--- src/rtl/eth_tx_pkg.sv ---
// Shared definitions for the transmit encapsulator: FSM states,
// statistics field positions, fixed octet values, CRC helpers.
package eth_tx_pkg;

    typedef enum logic [2:0] {
        S_IDLE,
        S_PRE,
        S_DATA,
        S_PAD,
        S_FCS,
        S_GAP
    } tx_state_e;

    localparam int LEN_W    = 16;
    localparam int STAT_W   = LEN_W + 4;
    localparam int ST_SHORT = LEN_W;
    localparam int ST_UNDER = LEN_W + 1;
    localparam int ST_PAD   = LEN_W + 2;
    localparam int ST_FCS   = LEN_W + 3;

    localparam logic [7:0] PRE_OCT = 8'h55;
    localparam logic [7:0] SFD_OCT = 8'hD5;
    localparam logic [7:0] PAD_OCT = 8'hAA;

    // Mirror a 32-bit value so an MSB-first polynomial suits an LSB-first shifter.
    function automatic logic [31:0] reflect32(input logic [31:0] v);
        logic [31:0] r;
        for (int i = 0; i < 32; i++) r[i] = v[31-i];
        return r;
    endfunction

endpackage

--- src/rtl/eth_tx_lane.sv ---
// Holds the FIFO word currently being serialised and presents both lanes
// already bit-reversed into line order (lane MSB becomes octet bit 0).
// Assumes the controller loads a new word only after the old one is used.
module eth_tx_lane (
    input  logic        clk,
    input  logic        rst_n,
    input  logic        load,
    input  logic [15:0] word_in,
    input  logic [1:0]  be_in,
    input  logic        eof_in,
    output logic [7:0]  hi_oct,
    output logic [7:0]  lo_oct,
    output logic [1:0]  be_q,
    output logic        eof_q
);

    logic [15:0] word_q;

    // Capture the popped word together with its qualifiers.
    always_ff @(posedge clk) begin
        if (!rst_n) begin
            word_q <= '0;
            be_q   <= '0;
            eof_q  <= 1'b0;
        end else if (load) begin
            word_q <= word_in;
            be_q   <= be_in;
            eof_q  <= eof_in;
        end
    end

    // Per-lane bit reversal onto the line octet.
    for (genvar b = 0; b < 8; b++) begin : g_rev
        assign hi_oct[b] = word_q[15-b];
        assign lo_oct[b] = word_q[7-b];
    end

endmodule

--- src/rtl/eth_tx_crc.sv ---
// Byte-wide reflected CRC-32 accumulator over line octets.
// Assumes clear and update are never requested together.
module eth_tx_crc
    import eth_tx_pkg::*;
#(
    parameter logic [31:0] POLY = 32'h04C11DB7
) (
    input  logic        clk,
    input  logic        rst_n,
    input  logic        clear,
    input  logic        update,
    input  logic [7:0]  octet,
    output logic [31:0] crc
);

    localparam logic [31:0] RPOLY = reflect32(POLY);

    logic [31:0] crc_q;
    logic [31:0] crc_nxt;

    // Fold one octet in, least significant bit first.
    always_comb begin
        crc_nxt = crc_q ^ {24'd0, octet};
        for (int i = 0; i < 8; i++)
            crc_nxt = crc_nxt[0] ? ((crc_nxt >> 1) ^ RPOLY) : (crc_nxt >> 1);
    end

    // Running remainder register.
    always_ff @(posedge clk) begin
        if (!rst_n || clear) crc_q <= '1;
        else if (update)     crc_q <= crc_nxt;
    end

    assign crc = crc_q;

endmodule

--- src/rtl/eth_tx_encap.sv ---
// Transmit frame encapsulator: preamble, payload unpacking, padding,
// FCS, inter-packet gap and end-of-frame statistics.
// Assumes a show-ahead FIFO (head valid while fifo_avail, popped by fifo_rd)
// and configuration inputs that change only between frames.
module eth_tx_encap
    import eth_tx_pkg::*;
#(
    parameter int          PRE_LEN   = 8,
    parameter int          MIN_LEN   = 60,
    parameter int          SHORT_LEN = 64,
    parameter int          IPG_LEN   = 12,
    parameter logic [31:0] CRC_POLY  = 32'h04C11DB7
) (
    input  logic              clk,
    input  logic              rst_n,
    input  logic              cfg_enable,
    input  logic              cfg_fcs_off,
    input  logic              cfg_pad_off,
    input  logic              fifo_avail,
    input  logic [15:0]       fifo_data,
    input  logic [1:0]        fifo_be,
    input  logic              fifo_eof,
    output logic              fifo_rd,
    output logic [7:0]        txd,
    output logic              tx_en,
    output logic              tx_done,
    output logic              stat_valid,
    output logic [STAT_W-1:0] stat_vec
);

    localparam int CNT_W = $clog2((IPG_LEN > PRE_LEN ? IPG_LEN : PRE_LEN) + 1);
    localparam logic [CNT_W-1:0] PRE_LAST = CNT_W'(PRE_LEN - 1);
    localparam logic [CNT_W-1:0] GAP_LAST = CNT_W'(IPG_LEN - 1);
    localparam logic [CNT_W-1:0] FCS_LAST = CNT_W'(3);
    localparam logic [LEN_W-1:0] MIN_L    = LEN_W'(MIN_LEN);
    localparam logic [LEN_W-1:0] SHORT_L  = LEN_W'(SHORT_LEN);
    localparam logic [LEN_W-1:0] PADDED_L = LEN_W'(MIN_LEN + 4);

    tx_state_e         state_q, state_d;
    logic [CNT_W-1:0]  cnt_q, cnt_d;
    logic              phase_q, phase_d;
    logic [LEN_W-1:0]  len_q, len_d;
    logic              under_q, under_d;
    logic              padded_q, padded_d;

    logic              load, emit, crc_clr, crc_upd, fin, fcs_done;
    logic [7:0]        octet;
    logic [7:0]        hi_oct, lo_oct;
    logic [1:0]        be_q;
    logic              eof_q;
    logic [31:0]       crc;
    logic [31:0]       fcs_val;
    logic [7:0]        fcs_oct;
    logic [STAT_W-1:0] stat_d;

    logic [7:0]        txd_q;
    logic              tx_en_q, done_q, stat_valid_q;
    logic [STAT_W-1:0] stat_q;

    eth_tx_lane u_lane (
        .clk     (clk),
        .rst_n   (rst_n),
        .load    (load),
        .word_in (fifo_data),
        .be_in   (fifo_be),
        .eof_in  (fifo_eof),
        .hi_oct  (hi_oct),
        .lo_oct  (lo_oct),
        .be_q    (be_q),
        .eof_q   (eof_q)
    );

    eth_tx_crc #(.POLY(CRC_POLY)) u_crc (
        .clk    (clk),
        .rst_n  (rst_n),
        .clear  (crc_clr),
        .update (crc_upd),
        .octet  (octet),
        .crc    (crc)
    );

    // Pick the FCS octet for this position, low byte first.
    assign fcs_val = ~crc;
    always_comb begin
        case (cnt_q[1:0])
            2'd0:    fcs_oct = fcs_val[7:0];
            2'd1:    fcs_oct = fcs_val[15:8];
            2'd2:    fcs_oct = fcs_val[23:16];
            default: fcs_oct = fcs_val[31:24];
        endcase
    end

    // Frame sequencing: next state, octet choice, FIFO pops and end of frame.
    always_comb begin
        state_d  = state_q;
        cnt_d    = cnt_q;
        phase_d  = phase_q;
        len_d    = len_q;
        under_d  = under_q;
        padded_d = padded_q;
        fifo_rd  = 1'b0;
        load     = 1'b0;
        emit     = 1'b0;
        octet    = 8'h00;
        crc_clr  = 1'b0;
        crc_upd  = 1'b0;
        fin      = 1'b0;
        fcs_done = 1'b0;
        case (state_q)
            S_IDLE: begin
                if (cfg_enable && fifo_avail) begin
                    state_d = S_PRE;
                    cnt_d   = '0;
                end
            end
            S_PRE: begin
                emit     = 1'b1;
                crc_clr  = 1'b1;
                len_d    = '0;
                under_d  = 1'b0;
                padded_d = 1'b0;
                cnt_d    = cnt_q + CNT_W'(1);
                if (cnt_q == PRE_LAST) begin
                    octet = SFD_OCT;
                    if (fifo_avail) begin
                        fifo_rd = 1'b1;
                        load    = 1'b1;
                        phase_d = ~fifo_be[1];
                        state_d = S_DATA;
                    end else begin
                        under_d = 1'b1;
                        fin     = 1'b1;
                        state_d = S_GAP;
                        cnt_d   = '0;
                    end
                end else begin
                    octet = PRE_OCT;
                end
            end
            S_DATA: begin
                emit    = 1'b1;
                crc_upd = 1'b1;
                len_d   = len_q + LEN_W'(1);
                octet   = phase_q ? lo_oct : hi_oct;
                if (phase_q || !be_q[0]) begin
                    if (eof_q) begin
                        if (!cfg_fcs_off && !cfg_pad_off && len_d < MIN_L) begin
                            state_d  = S_PAD;
                            padded_d = 1'b1;
                        end else if (!cfg_fcs_off) begin
                            state_d = S_FCS;
                            cnt_d   = '0;
                        end else begin
                            fin     = 1'b1;
                            state_d = S_GAP;
                            cnt_d   = '0;
                        end
                    end else if (fifo_avail) begin
                        fifo_rd = 1'b1;
                        load    = 1'b1;
                        phase_d = ~fifo_be[1];
                    end else begin
                        under_d = 1'b1;
                        fin     = 1'b1;
                        state_d = S_GAP;
                        cnt_d   = '0;
                    end
                end else begin
                    phase_d = 1'b1;
                end
            end
            S_PAD: begin
                emit    = 1'b1;
                crc_upd = 1'b1;
                octet   = PAD_OCT;
                len_d   = len_q + LEN_W'(1);
                if (len_d == MIN_L) begin
                    state_d = S_FCS;
                    cnt_d   = '0;
                end
            end
            S_FCS: begin
                emit  = 1'b1;
                octet = fcs_oct;
                len_d = len_q + LEN_W'(1);
                cnt_d = cnt_q + CNT_W'(1);
                if (cnt_q == FCS_LAST) begin
                    fin      = 1'b1;
                    fcs_done = 1'b1;
                    state_d  = S_GAP;
                    cnt_d    = '0;
                end
            end
            S_GAP: begin
                cnt_d = cnt_q + CNT_W'(1);
                if (cnt_q == GAP_LAST) state_d = S_IDLE;
            end
            default: state_d = S_IDLE;
        endcase
    end

    // Assemble the statistics word for the frame that is finishing.
    assign stat_d = {fcs_done, padded_d, under_d,
                     cfg_fcs_off && (len_d < SHORT_L), len_d};

    // State and registered outputs.
    always_ff @(posedge clk) begin
        if (!rst_n) begin
            state_q      <= S_IDLE;
            cnt_q        <= '0;
            phase_q      <= 1'b0;
            len_q        <= '0;
            under_q      <= 1'b0;
            padded_q     <= 1'b0;
            txd_q        <= '0;
            tx_en_q      <= 1'b0;
            done_q       <= 1'b0;
            stat_valid_q <= 1'b0;
            stat_q       <= '0;
        end else begin
            state_q      <= state_d;
            cnt_q        <= cnt_d;
            phase_q      <= phase_d;
            len_q        <= len_d;
            under_q      <= under_d;
            padded_q     <= padded_d;
            txd_q        <= octet;
            tx_en_q      <= emit;
            done_q       <= fin && !under_d;
            stat_valid_q <= fin;
            if (fin) stat_q <= stat_d;
        end
    end

    assign txd        = txd_q;
    assign tx_en      = tx_en_q;
    assign tx_done    = done_q;
    assign stat_valid = stat_valid_q;
    assign stat_vec   = stat_q;

    // the FIFO is never popped while empty.
    p_pop_needs_data_r8: assert property (@(posedge clk) disable iff (!rst_n)
        fifo_rd |-> fifo_avail);

    // done only alongside a strobe that reports no underrun.
    p_done_qualified_r10: assert property (@(posedge clk) disable iff (!rst_n)
        tx_done |-> (stat_valid && !stat_vec[ST_UNDER]));

    // the statistics strobe lasts a single cycle.
    p_strobe_single_r10: assert property (@(posedge clk) disable iff (!rst_n)
        stat_valid |=> !stat_valid);

    // the line stays quiet while the gap is counted.
    p_gap_quiet_r7: assert property (@(posedge clk) disable iff (!rst_n)
        (state_q == S_GAP) |=> !tx_en);

    // a frame begins only after the enable was seen in idle.
    p_start_enabled_r9: assert property (@(posedge clk) disable iff (!rst_n)
        $rose(tx_en) |-> $past(cfg_enable, 2));

    // a short flag never comes with an appended FCS.
    p_short_no_fcs_r6: assert property (@(posedge clk) disable iff (!rst_n)
        (stat_valid && stat_vec[ST_SHORT]) |-> !stat_vec[ST_FCS]);

    // padded frames always reach exactly minimum plus FCS.
    p_pad_reaches_min_r4: assert property (@(posedge clk) disable iff (!rst_n)
        (stat_valid && stat_vec[ST_PAD]) |-> (stat_vec[LEN_W-1:0] == PADDED_L));

endmodule

--- config.mk ---
export PLATFORM = sky130hd
export DESIGN_NAME = eth_tx_encap
export DESIGN_NICKNAME = d
export VERILOG_FILES = /design/src/rtl/eth_tx_pkg.sv /design/src/rtl/eth_tx_lane.sv /design/src/rtl/eth_tx_crc.sv /design/src/rtl/eth_tx_encap.sv
export SDC_FILE = /design/constraint.sdc
export NUM_CORES = 1
export LEC_CHECK = 0
export BUFFER_PORTS_ARGS = -buffer_cell sky130_fd_sc_hd__clkbuf_2
export CAP_MARGIN = 5
export CORE_MARGIN = 2
export CORE_UTILIZATION = 50
export CTS_CLUSTER_SIZE = 28
export DETAILED_ROUTE_END_ITERATION = 16
export PLACE_DENSITY = 0.69
export SKIP_CTS_REPAIR_TIMING = 1
export SYNTH_ARGS = -nofsm -noshare
export SYNTH_HDL_FRONTEND = slang
export SYNTH_SLANG_ARGS = --single-unit
--- constraint.sdc ---
create_clock -name clk -period 5.8 [get_ports clk]
set_clock_uncertainty 0.05 [all_clocks]
set_input_delay 0.58 -clock clk [delete_from_list [all_inputs] [get_ports clk]]
set_output_delay 0.58 -clock clk [all_outputs]
set_load 0.005 [all_outputs]
==> impl_metrics.py, run 1 <==
metrics = {
    "yosys": {
        "ys.flop_type": "dfxtp_1",
        "post_synth_num_cell_types": 60,
        "synthArstFlopShare_pct": 0,
        "syn_area_sq_mm": 0.00576,
        "synth-seq-area-share_pct": 37.2,
        "yosysWarnings": 0,
        "synth_seq_cells": 107,
        "avgSynthCellArea_sq_um": 8.46,
        "synth_edf_count": 0,
        "syn-num-nets": 710,
        "syn_inst": 680,
    },
    "worst_setup_path": {
        "cp_max_fo": 20,
        "criticalPathCategory": "flop to output pin",
        "cp-start-kind": "flop",
        "crit_path_top_delay_cell": "dfxtp_1",
        "slowest_delay_ns": 0.71,
        "crit_chain": "or3b_1 -> o32ai_1 -> nand2_1 -> inv_1 -> clkbuf_2",
        "critPathTopFamily": "simple AND/OR/NAND/NOR gates",
        "crit_path_end_kind": "output pin",
        "cp.arrival_ns": 3.18,
        "path_buf_inv": 2,
        "required_ns": 5.17,
        "ff2ff_setup_slack_ns": 2.37,
    },
    "floorplan": {
        "die_w_microns": 111,
        "die-area_sq_mm": 0.0124,
        "ios": 57,
        "core_sq_mm": 0.0113,
        "rows": 39,
        "die_h_microns": 111,
        "initial_core_util_pct": 50.8,
    },
    "status": {
        "status": "completed",
    },
    "placed_design": {
        "portBuffers": 56,
        "dp_hpwl_mm": 9.76,
        "gp_congestion": 0.866,
        "dpl.cell_count": 838,
    },
    "layout": {
        "final_cell_mix": "107 x dfxtp_1, 97 x nand2_1, 56 x clkbuf_2, 54 x nor2_1, 48 x a21oi_1",
        "fill_cells": 1042,
        "area_delta_synth_final_pct": 10.1,
        "final_common_cell": "dfxtp_1",
        "final_nets": 736,
        "drive_gt1_share_pct": 13.7,
        "antenna_cells": 0,
        "instances_no_fill": 853,
    },
    "power": {
        "cellPowerDensity_mw_per_mm2": 413,
        "leakage_uw": 0.00239,
        "power_uw": 2610,
        "worst_ir_drop_vdd_uv": 214,
    },
    "run": {
        "maxCapViolCount": 0,
    },
    "timing": {
        "hold_viol_final": 0,
        "final.setup.tns_ns": 0,
        "grt_setup_unrepaired": "false",
        "slew-limit-headroom_pct": 25.7,
        "fmax_ghz": 0.262,
        "final.min_clock_period_ns": 3.81,
        "finalCritPeriodShare_pct": 65.7,
        "worst_slew_pin_slew_ns": 1.11,
        "drv_slew": 0,
        "finalSetupViolations": 0,
    },
    "route": {
        "vias_per_cell": 5.68,
        "via_count": 4843,
        "antenna_left": 0,
        "drc": 0,
        "routed_wl_mm": 13.8,
        "drt_first_iter_violations": 308,
        "first_pass_iters": 5,
        "routedWlPerCell_microns": 16.1,
    },
    "global_routing": {
        "antenna_found_initial": 0,
        "grt_max_degree": 63,
        "grt_pass1_vias": 4465,
        "overflow": 0,
        "grt_pass1_wl_mm": 22.6,
        "grt_usage_pct": 22.4,
    },
    "cts": {
        "clk_pin_slew_ns": 0.07,
        "h-tree-depth": 3,
        "cts_buffer_depth": 2,
        "clockRootBuffer": "clkbuf_16",
        "cts_tree": "done",
        "clock_sinks": 107,
        "cts_inserted_buffers": 9,
        "worstSkewPairLatency_ns": 0.35,
    },
    "hold_path": {
        "hp-class": "input pin to flop",
    },
}
[power by group]
group | total, uW | internal [uW] | switching [uW] | leakage, uW
combinational | 1140 | 494 | 642 | 0.00138
clock | 615 | 356 | 260 | 0.000146
sequential | 864 | 793 | 70.3 | 0.000865
[registers in the layout (all words and copies together) (netlist names)]
register	count
u_lane.be_q	1
under_q	1
stat_vec	20
padded_q	1
u_lane.word_q	16
txd	8
phase_q	1
tx_en	1
state_q	3
u_crc.crc	32
u_lane.eof_q	1
tx_done	1
cnt_q	4
len_q	16
stat_valid	1
[cell usage after synthesis (all sizes together), types with 17 or more instances]
cell type  number  area [sq um]
nor2b          30           188
and2           17           106
o21ai          26           130
xor2           28           328
a211oi         18           135
dfxtp         107          2140
clkbuf         36           135
a21oi          49           249
o211ai         25           193
nand2          97           364
xnor2          50           505
nor2           54           203
[cell families (layout without fill, tap and decap cells)]
kind of cell	count (synthesis)	in the layout	synth area share [%]
AO/OA/AOI/OAI	163	163	18.9
XOR/XNOR	80	80	15.3
adder cells (fa/ha/maj)	5	5	1.09
buffers and inverters	55	85	4.22
flip-flops	107	107	37.2
multiplexers	9	9	1.59
AND/OR/NAND/NOR	261	261	21.7
[worst paths after layout]
path,from,to,cells after the start
worst max-delay path,state_q[0],fifo_rd,5
worst max register to register,state_q[1],u_crc.crc[19],7
worst min-delay path,fifo_be[1],phase_q,2
worst min register to register,u_lane.word_q[8],u_lane.word_q[8],2
[metal layers]
layer / track usage (%) / routed length (microns)
met3: 4.10 / 703
met2: 32.7 / 6080
met1: 33.2 / 6750
met5: 0 / 0
met4: 7.74 / 222
[metrics by stage]
stage	hold WS [ns]	utilization [%]	area (sq um)	worst slack [ns]
global route	0.339	56.0	6340	1.64
finish	0.343	56.0	6340	1.99
global placement	0.390	53.4	6040	2.46
floorplan	0.382	-	5760	2.98
detailed placement	0.400	53.4	6040	2.36
CTS	0.335	56.0	6340	1.96
[layout make-up]
| cell class | instances | area [sq um] | share of cell area [%] |
|---|---|---|---|
| Clock buffer | 13 | 260 | 4.11 |
| Clock inverter | 2 | 35.0 | 0.553 |
| Inverter | 10 | 37.5 | 0.592 |
| Multi-Input combinational cell | 518 | 3370 | 53.2 |
| Sequential cell | 107 | 2140 | 33.8 |
| Tap cell | 143 | 179 | 2.82 |
| Timing Repair Buffer | 60 | 310 | 4.90 |
No activity file was read; power rests on OpenSTA's default activity.
==> run 2, diff against run 1 <==
--- a/config.mk
+++ b/config.mk
@@ -5,6 +5,7 @@
 export SDC_FILE = /design/constraint.sdc
 export NUM_CORES = 1
 export LEC_CHECK = 0
+export ABC_AREA = 1
 export BUFFER_PORTS_ARGS = -buffer_cell sky130_fd_sc_hd__clkbuf_2
 export CAP_MARGIN = 5
 export CORE_MARGIN = 2
==> constraint.sdc (replaced) <==
create_clock -name clk -period 3.8 [get_ports clk]
set_clock_uncertainty 0.05 [all_clocks]
set_input_delay 0.38 -clock clk [delete_from_list [all_inputs] [get_ports clk]]
set_output_delay 0.38 -clock clk [all_outputs]
set_load 0.005 [all_outputs]
==> run 2 against run 1 <==
Final area is 8.3% higher. Die area is 7.5% higher. Non-clock buffer count is 1 higher. Highest routed layer unchanged. Largest power group unchanged.
==> impl_metrics.py, run 2 <==
metrics = {
    "status": {
        "status": "completed",
    },
    "power": {
        "worst_ir_drop_vdd_uv": 349,
        "cellPowerDensity_mw_per_mm2": 612,
        "leakage_uw": 0.00327,
    },
    "placed_design": {
        "gp_congestion": 0.954,
        "dp_hpwl_mm": 11.9,
        "portBuffers": 56,
        "dp_slack_ns": 0.954,
    },
    "yosys": {
        "avgSynthCellArea_sq_um": 6.35,
        "synthAdderAreaFrac_pct": 1.01,
        "synth-seq-area-share_pct": 34.5,
        "synth_xor_area_share_pct": 3.47,
        "ys.flop_type": "dfxtp_1",
        "ys_top_cells_by_area": "dfxtp_1 35%, nand2_1 18%, a21oi_1 6.4%, inv_1 6.4%, nand3_1 5.9%",
        "syn-num-nets": 1007,
        "synth_simple_gate_area_share_pct": 34.7,
        "synth_top_family_by_area": "simple AND/OR/NAND/NOR gates",
        "synth_edf_count": 0,
        "post_synth_num_cell_types": 40,
        "yosysTopAreaCell": "dfxtp_1",
        "synth-compound-area-share_pct": 16.9,
        "synth.most_common_cell": "nand2_1",
        "syn_inst": 977,
        "synth_seq_cells": 107,
        "yosysWarnings": 0,
        "synthMuxAreaShare_pct": 0,
        "synth_top_cell_area_share_pct": 34.5,
        "synthTopCellsByCount": "293 x nand2_1, 107 x dfxtp_1, 105 x inv_1",
        "syn_area_sq_mm": 0.00621,
        "synthArstFlopShare_pct": 0,
    },
    "global_routing": {
        "grtUsageMet3_pct": 5.39,
        "grt_max_degree": 37,
        "gr-usage-met1_pct": 37.9,
        "grt_usage_pct": 25.8,
        "antenna_found_initial": 0,
        "overflow": 0,
        "grt_pass1_vias": 5443,
        "grt_busiest_layer": "met2",
        "grtUsageMet2_pct": 38.2,
        "grt_pass1_wl_mm": 27.2,
    },
    "route": {
        "vias_per_cell": 5.18,
        "drt_first_iter_violations": 451,
        "first_pass_iters": 5,
        "antenna_left": 0,
        "via_count": 6161,
        "routed_wl_mm": 16.4,
        "routedWlPerCell_microns": 13.8,
        "drc": 0,
    },
    "timing": {
        "worst_slew_pin_slew_ns": 0.888,
        "final.setup.tns_ns": 0,
        "timing.hold.ws_ns": 0.186,
        "finalSetupViolations": 0,
        "drv_slew": 0,
        "final.min_clock_period_ns": 2.93,
        "slew-limit-headroom_pct": 40.7,
        "finalCritPeriodShare_pct": 77.0,
        "grt_setup_unrepaired": "false",
        "setup_ws_ns": 0.872,
        "hold_viol_final": 0,
        "fmax_ghz": 0.342,
    },
    "worst_setup_path": {
        "crit_end": "stat_vec[16]",
        "r2r-end": "stat_vec[16]",
        "cp_max_fo": 33,
        "criticalPathCategory": "flop to flop",
        "rr_worst_depth": 11,
        "cp-startpoint": "state_q[1]",
        "crit_path_end_kind": "flop",
        "ff2ff_setup_slack_ns": 0.87,
        "cp-start-kind": "flop",
        "reg2reg_from": "state_q[1]",
        "required_ns": 4.05,
        "cp_common_cell": "nand2_1",
        "slowest_delay_ns": 0.49,
        "cp.arrival_ns": 3.17,
        "crit_path_top_delay_cell": "dfxtp_1",
        "crit_chain": "nand2_4 -> inv_2 -> nor2_1 -> buf_4 -> nand2_1 -> inv_1 -> nand2_1 -> nand2_1 -> nor3_1 -> nand3_1 -> a21oi_1",
    },
    "layout": {
        "final_common_cell": "nand2_1",
        "fin_util_pct": 56.9,
        "drive_gt1_share_pct": 11.9,
        "largest_reg_flops": 32,
        "final_cell_mix": "293 x nand2_1, 107 x dfxtp_1, 105 x inv_1, 88 x nor2_1, 79 x a21oi_1",
        "area_delta_synth_final_pct": 10.6,
        "antenna_cells": 0,
        "final_nets": 1046,
    },
    "hold_path": {
        "hp-class": "input pin to flop",
    },
    "floorplan": {
        "initial_core_util_pct": 51.5,
        "rows": 40,
        "core_sq_mm": 0.0121,
        "die_w_microns": 115,
        "die_h_microns": 115,
        "ios": 57,
        "die-area_sq_mm": 0.0133,
    },
    "cts": {
        "clk_pin_slew_ns": 0.08,
        "clock_sinks": 107,
        "cts_inserted_buffers": 9,
        "clockRootBuffer": "clkbuf_16",
        "h-tree-depth": 3,
        "cts_tree": "done",
        "cts_buffer_depth": 2,
        "worstSkewPairLatency_ns": 0.36,
    },
    "run": {
        "maxCapViolCount": 0,
    },
}
[run 2: routing by layer]
layer | vias to the layer above | routed length [microns]
met1 | 2736 | 8130
met5 | - | 0
met2 | 194 | 6930
li1 | 3220 | -
met3 | 11 | 1130
met4 | 0 | 168
[run 2: cell families after synthesis]
group           after synthesis
compound gates              191
fa+ha+maj                     5
simple gates                507
flops                       107
buf+inv                     145
xor+xnor                     22
[run 2: cell type report]
type                            count  area [sq um]
Clock buffer                       10           229
Clock inverter                      6          62.6
Fill cell                        1263          5200
Inverter                          112           420
Multi-Input combinational cell    725          3480
Sequential cell                   107          2140
Tap cell                          168           210
Timing Repair Buffer               61           318
[run 2: stage by stage]
step	std cells	power, uW	area [sq um]
3_3_place_gp	1173	3230	6570
4_1_cts	1189	4190	6860
5_1_grt	1189	4530	6860
3_5_place_dp	1173	3240	6570
6_report	1189	4200	6860
2_1_floorplan	977	2800	6210
[run 2: worst min path at each step]
stage / start / end / depth (start not counted)
3_5_place_dp: u_lane.word_q[9] / u_lane.word_q[9] / 2
2_1_floorplan: u_lane.word_q[10] / u_lane.word_q[10] / 2
3_3_place_gp: u_lane.word_q[8] / u_lane.word_q[8] / 2
5_1_grt: fifo_data[2] / u_lane.word_q[2] / 3
6_report: fifo_data[2] / u_lane.word_q[2] / 3
4_1_cts: fifo_data[2] / u_lane.word_q[2] / 3
[run 2: power by group]
| group | internal [uW] | switching (uW) | leakage (uW) |
|---|---|---|---|
| sequential | 1230 | 118 | 0.000866 |
| clock | 469 | 476 | 0.000145 |
| combinational | 585 | 1320 | 0.00226 |
| total | 2290 | 1910 | 0.00327 |
[run 2: critical path: cells and delay by family, from the launching register on]
| family | cells | cell delay (ns) |
|---|---|---|
| DFF | 1 | 0.49 |
| AOI/OAI and AO/OA | 1 | 0.14 |
| and+or+nand+nor | 7 | 1.27 |
| buffers and inverters | 3 | 0.92 |
==> run 3, diff against run 2 <==
--- a/config.mk
+++ b/config.mk
@@ -12,7 +12,7 @@
 export CORE_UTILIZATION = 50
 export CTS_CLUSTER_SIZE = 28
 export DETAILED_ROUTE_END_ITERATION = 16
-export PLACE_DENSITY = 0.69
+export PLACE_DENSITY = 0.72
 export SKIP_CTS_REPAIR_TIMING = 1
 export SYNTH_ARGS = -nofsm -noshare
 export SYNTH_HDL_FRONTEND = slang
==> constraint.sdc (replaced) <==
create_clock -name clk -period 2.4 [get_ports clk]
set_clock_uncertainty 0.05 [all_clocks]
set_input_delay 0.24 -clock clk [delete_from_list [all_inputs] [get_ports clk]]
set_output_delay 0.24 -clock clk [all_outputs]
set_load 0.005 [all_outputs]
==> run 3 against run 2 <==
Core utilization is 3.7 points higher. Sequential power is 58% higher. Hold slack lost 0.14 ns.
==> impl_metrics.py, run 3 (synthesized netlist as in run 2, its figures left out) <==
metrics = {
    "placed_design": {
        "dp_hpwl_mm": 12.6,
        "gp_congestion": 0.916,
        "portBuffers": 56,
    },
    "route": {
        "routed_wl_mm": 16.9,
        "drc": 0,
        "vias_per_cell": 5.23,
        "antenna_left": 0,
        "drt_first_iter_violations": 530,
        "first_pass_iters": 7,
        "routedWlPerCell_microns": 13.8,
        "via_count": 6375,
    },
    "timing": {
        "final.min_clock_period_ns": 2.24,
        "timing.hold.ws_ns": 0.0473,
        "fmax_ghz": 0.446,
        "worst_slew_pin_slew_ns": 0.476,
        "finalSetupViolations": 0,
        "finalCritPeriodShare_pct": 93.5,
        "hold_viol_final": 0,
        "slew-limit-headroom_pct": 67.9,
        "drv_slew": 0,
    },
    "global_routing": {
        "grt_usage_pct": 25.9,
        "grt_pass1_wl_mm": 27.3,
        "antenna_found_initial": 0,
        "grt_max_degree": 39,
        "overflow": 0,
        "grt_pass1_vias": 5485,
    },
    "power": {
        "p_int_uw": 3910,
        "power_uw": 7070,
        "pwr-share-seq_pct": 30.2,
        "combPwrFrac_pct": 49.0,
        "p_sw_uw": 3160,
        "clkPwrFrac_pct": 20.8,
        "leakage_uw": 0.00346,
        "switching_share_pct": 44.7,
        "cellPowerDensity_mw_per_mm2": 967,
        "worst_ir_drop_vdd_uv": 546,
    },
    "cts": {
        "clock_sinks": 107,
        "cts_buffer_depth": 2,
        "cts_tree": "done",
        "cts_inserted_buffers": 9,
        "clk_pin_slew_ns": 0.08,
        "clockRootBuffer": "clkbuf_16",
        "worstSkewPairLatency_ns": 0.36,
        "h-tree-depth": 3,
    },
    "layout": {
        "antenna_cells": 0,
        "largest_reg_flops": 32,
        "drive_gt1_share_pct": 17.5,
        "area_delta_synth_final_pct": 17.8,
        "final_nets": 1077,
        "final_common_cell": "nand2_1",
        "final_cell_mix": "288 x nand2_1, 102 x inv_1, 101 x dfxtp_1, 83 x nor2_1, 77 x a21oi_1",
    },
    "floorplan": {
        "die_h_microns": 115,
        "die-area_sq_mm": 0.0133,
        "die_w_microns": 115,
        "rows": 40,
        "ios": 57,
        "initial_core_util_pct": 51.5,
        "core_sq_mm": 0.0121,
    },
    "worst_setup_path": {
        "required_ns": 2.59,
        "criticalPathCategory": "flop to flop",
        "cp_max_fo": 16,
        "cp-start-kind": "flop",
        "cp.arrival_ns": 2.43,
        "crit_path_end_kind": "flop",
    },
    "status": {
        "status": "completed",
    },
    "hold_path": {
        "hp-class": "input pin to flop",
    },
    "run": {
        "maxCapViolCount": 0,
    },
}
## run 3: cell count changes in the layout (fill, tap and decap cells not counted), sizes merged
cell,previous run,this run
buf,5,36
inv,118,117
clkinv,0,1
## run 3: through the flow
step	setup WS (ns)	instances	instance area (sq um)	utilization (%)	TNS [ns]
floorplan	0.266	977	6210	-	0
global route	-0.0215	1220	7310	60.6	-0.0538
CTS	-0.0465	1219	7120	59.0	-0.0978
detailed placement	-0.0200	1203	6830	56.6	-0.0369
global placement	-0.00982	1203	6830	56.6	-0.0132
finish	0.157	1220	7310	60.6	0
## run 3: path summary, 6_finish.rpt
kind | slack (ns) | startpoint | cells past startpoint | end
worst max-delay path | 0.16 | cnt_q[0] | 12 | u_crc.crc[7]
worst max register to register | 0.16 | cnt_q[0] | 12 | u_crc.crc[7]
worst min-delay path | 0.05 | fifo_data[7] | 3 | u_lane.word_q[7]
worst min register to register | 0.40 | u_lane.word_q[8] | 2 | u_lane.word_q[8]
## run 3: per-layer routing
layer / track usage, % / up-vias / wire length, microns
met5: 0 / - / 0
met4: 4.26 / 0 / 146
met3: 6.43 / 13 / 1250
met2: 39.4 / 226 / 7350
met1: 37.9 / 2856 / 8120
li1: - / 3280 / -
## run 3: final cells by class
class / instances / area [sq um]
Clock buffer: 10 / 229
Multi-Input combinational cell: 725 / 3650
Sequential cell: 107 / 2150
Inverter: 112 / 423
Timing Repair Buffer: 92 / 588
Tap cell: 168 / 210
Fill cell: 1173 / 4750
Clock inverter: 6 / 53.8
## run 3: critical path, stage by stage (launching register included)
cell and delay, ns:
dfxtp_2 0.36, ha_2 0.23, buf_12 0.15, a21oi_1 0.17, nand2_1 0.13, nand2_1 0.11
nand2_1 0.07, nand2_2 0.12, nand2_2 0.09, nand2_4 0.15, inv_4 0.07, o21ai_0 0.31
nand2_1 0.09
## run 3: power by group through the flow
stage               clock [uW]  sequential [uW]  combinational (uW)
detailed placement           0             2140                3220
floorplan                    0             2100                2340
global placement             0             2140                3190
CTS                       1500             2100                3230
global route              1560             2150                3860
finish                    1470             2130                3470
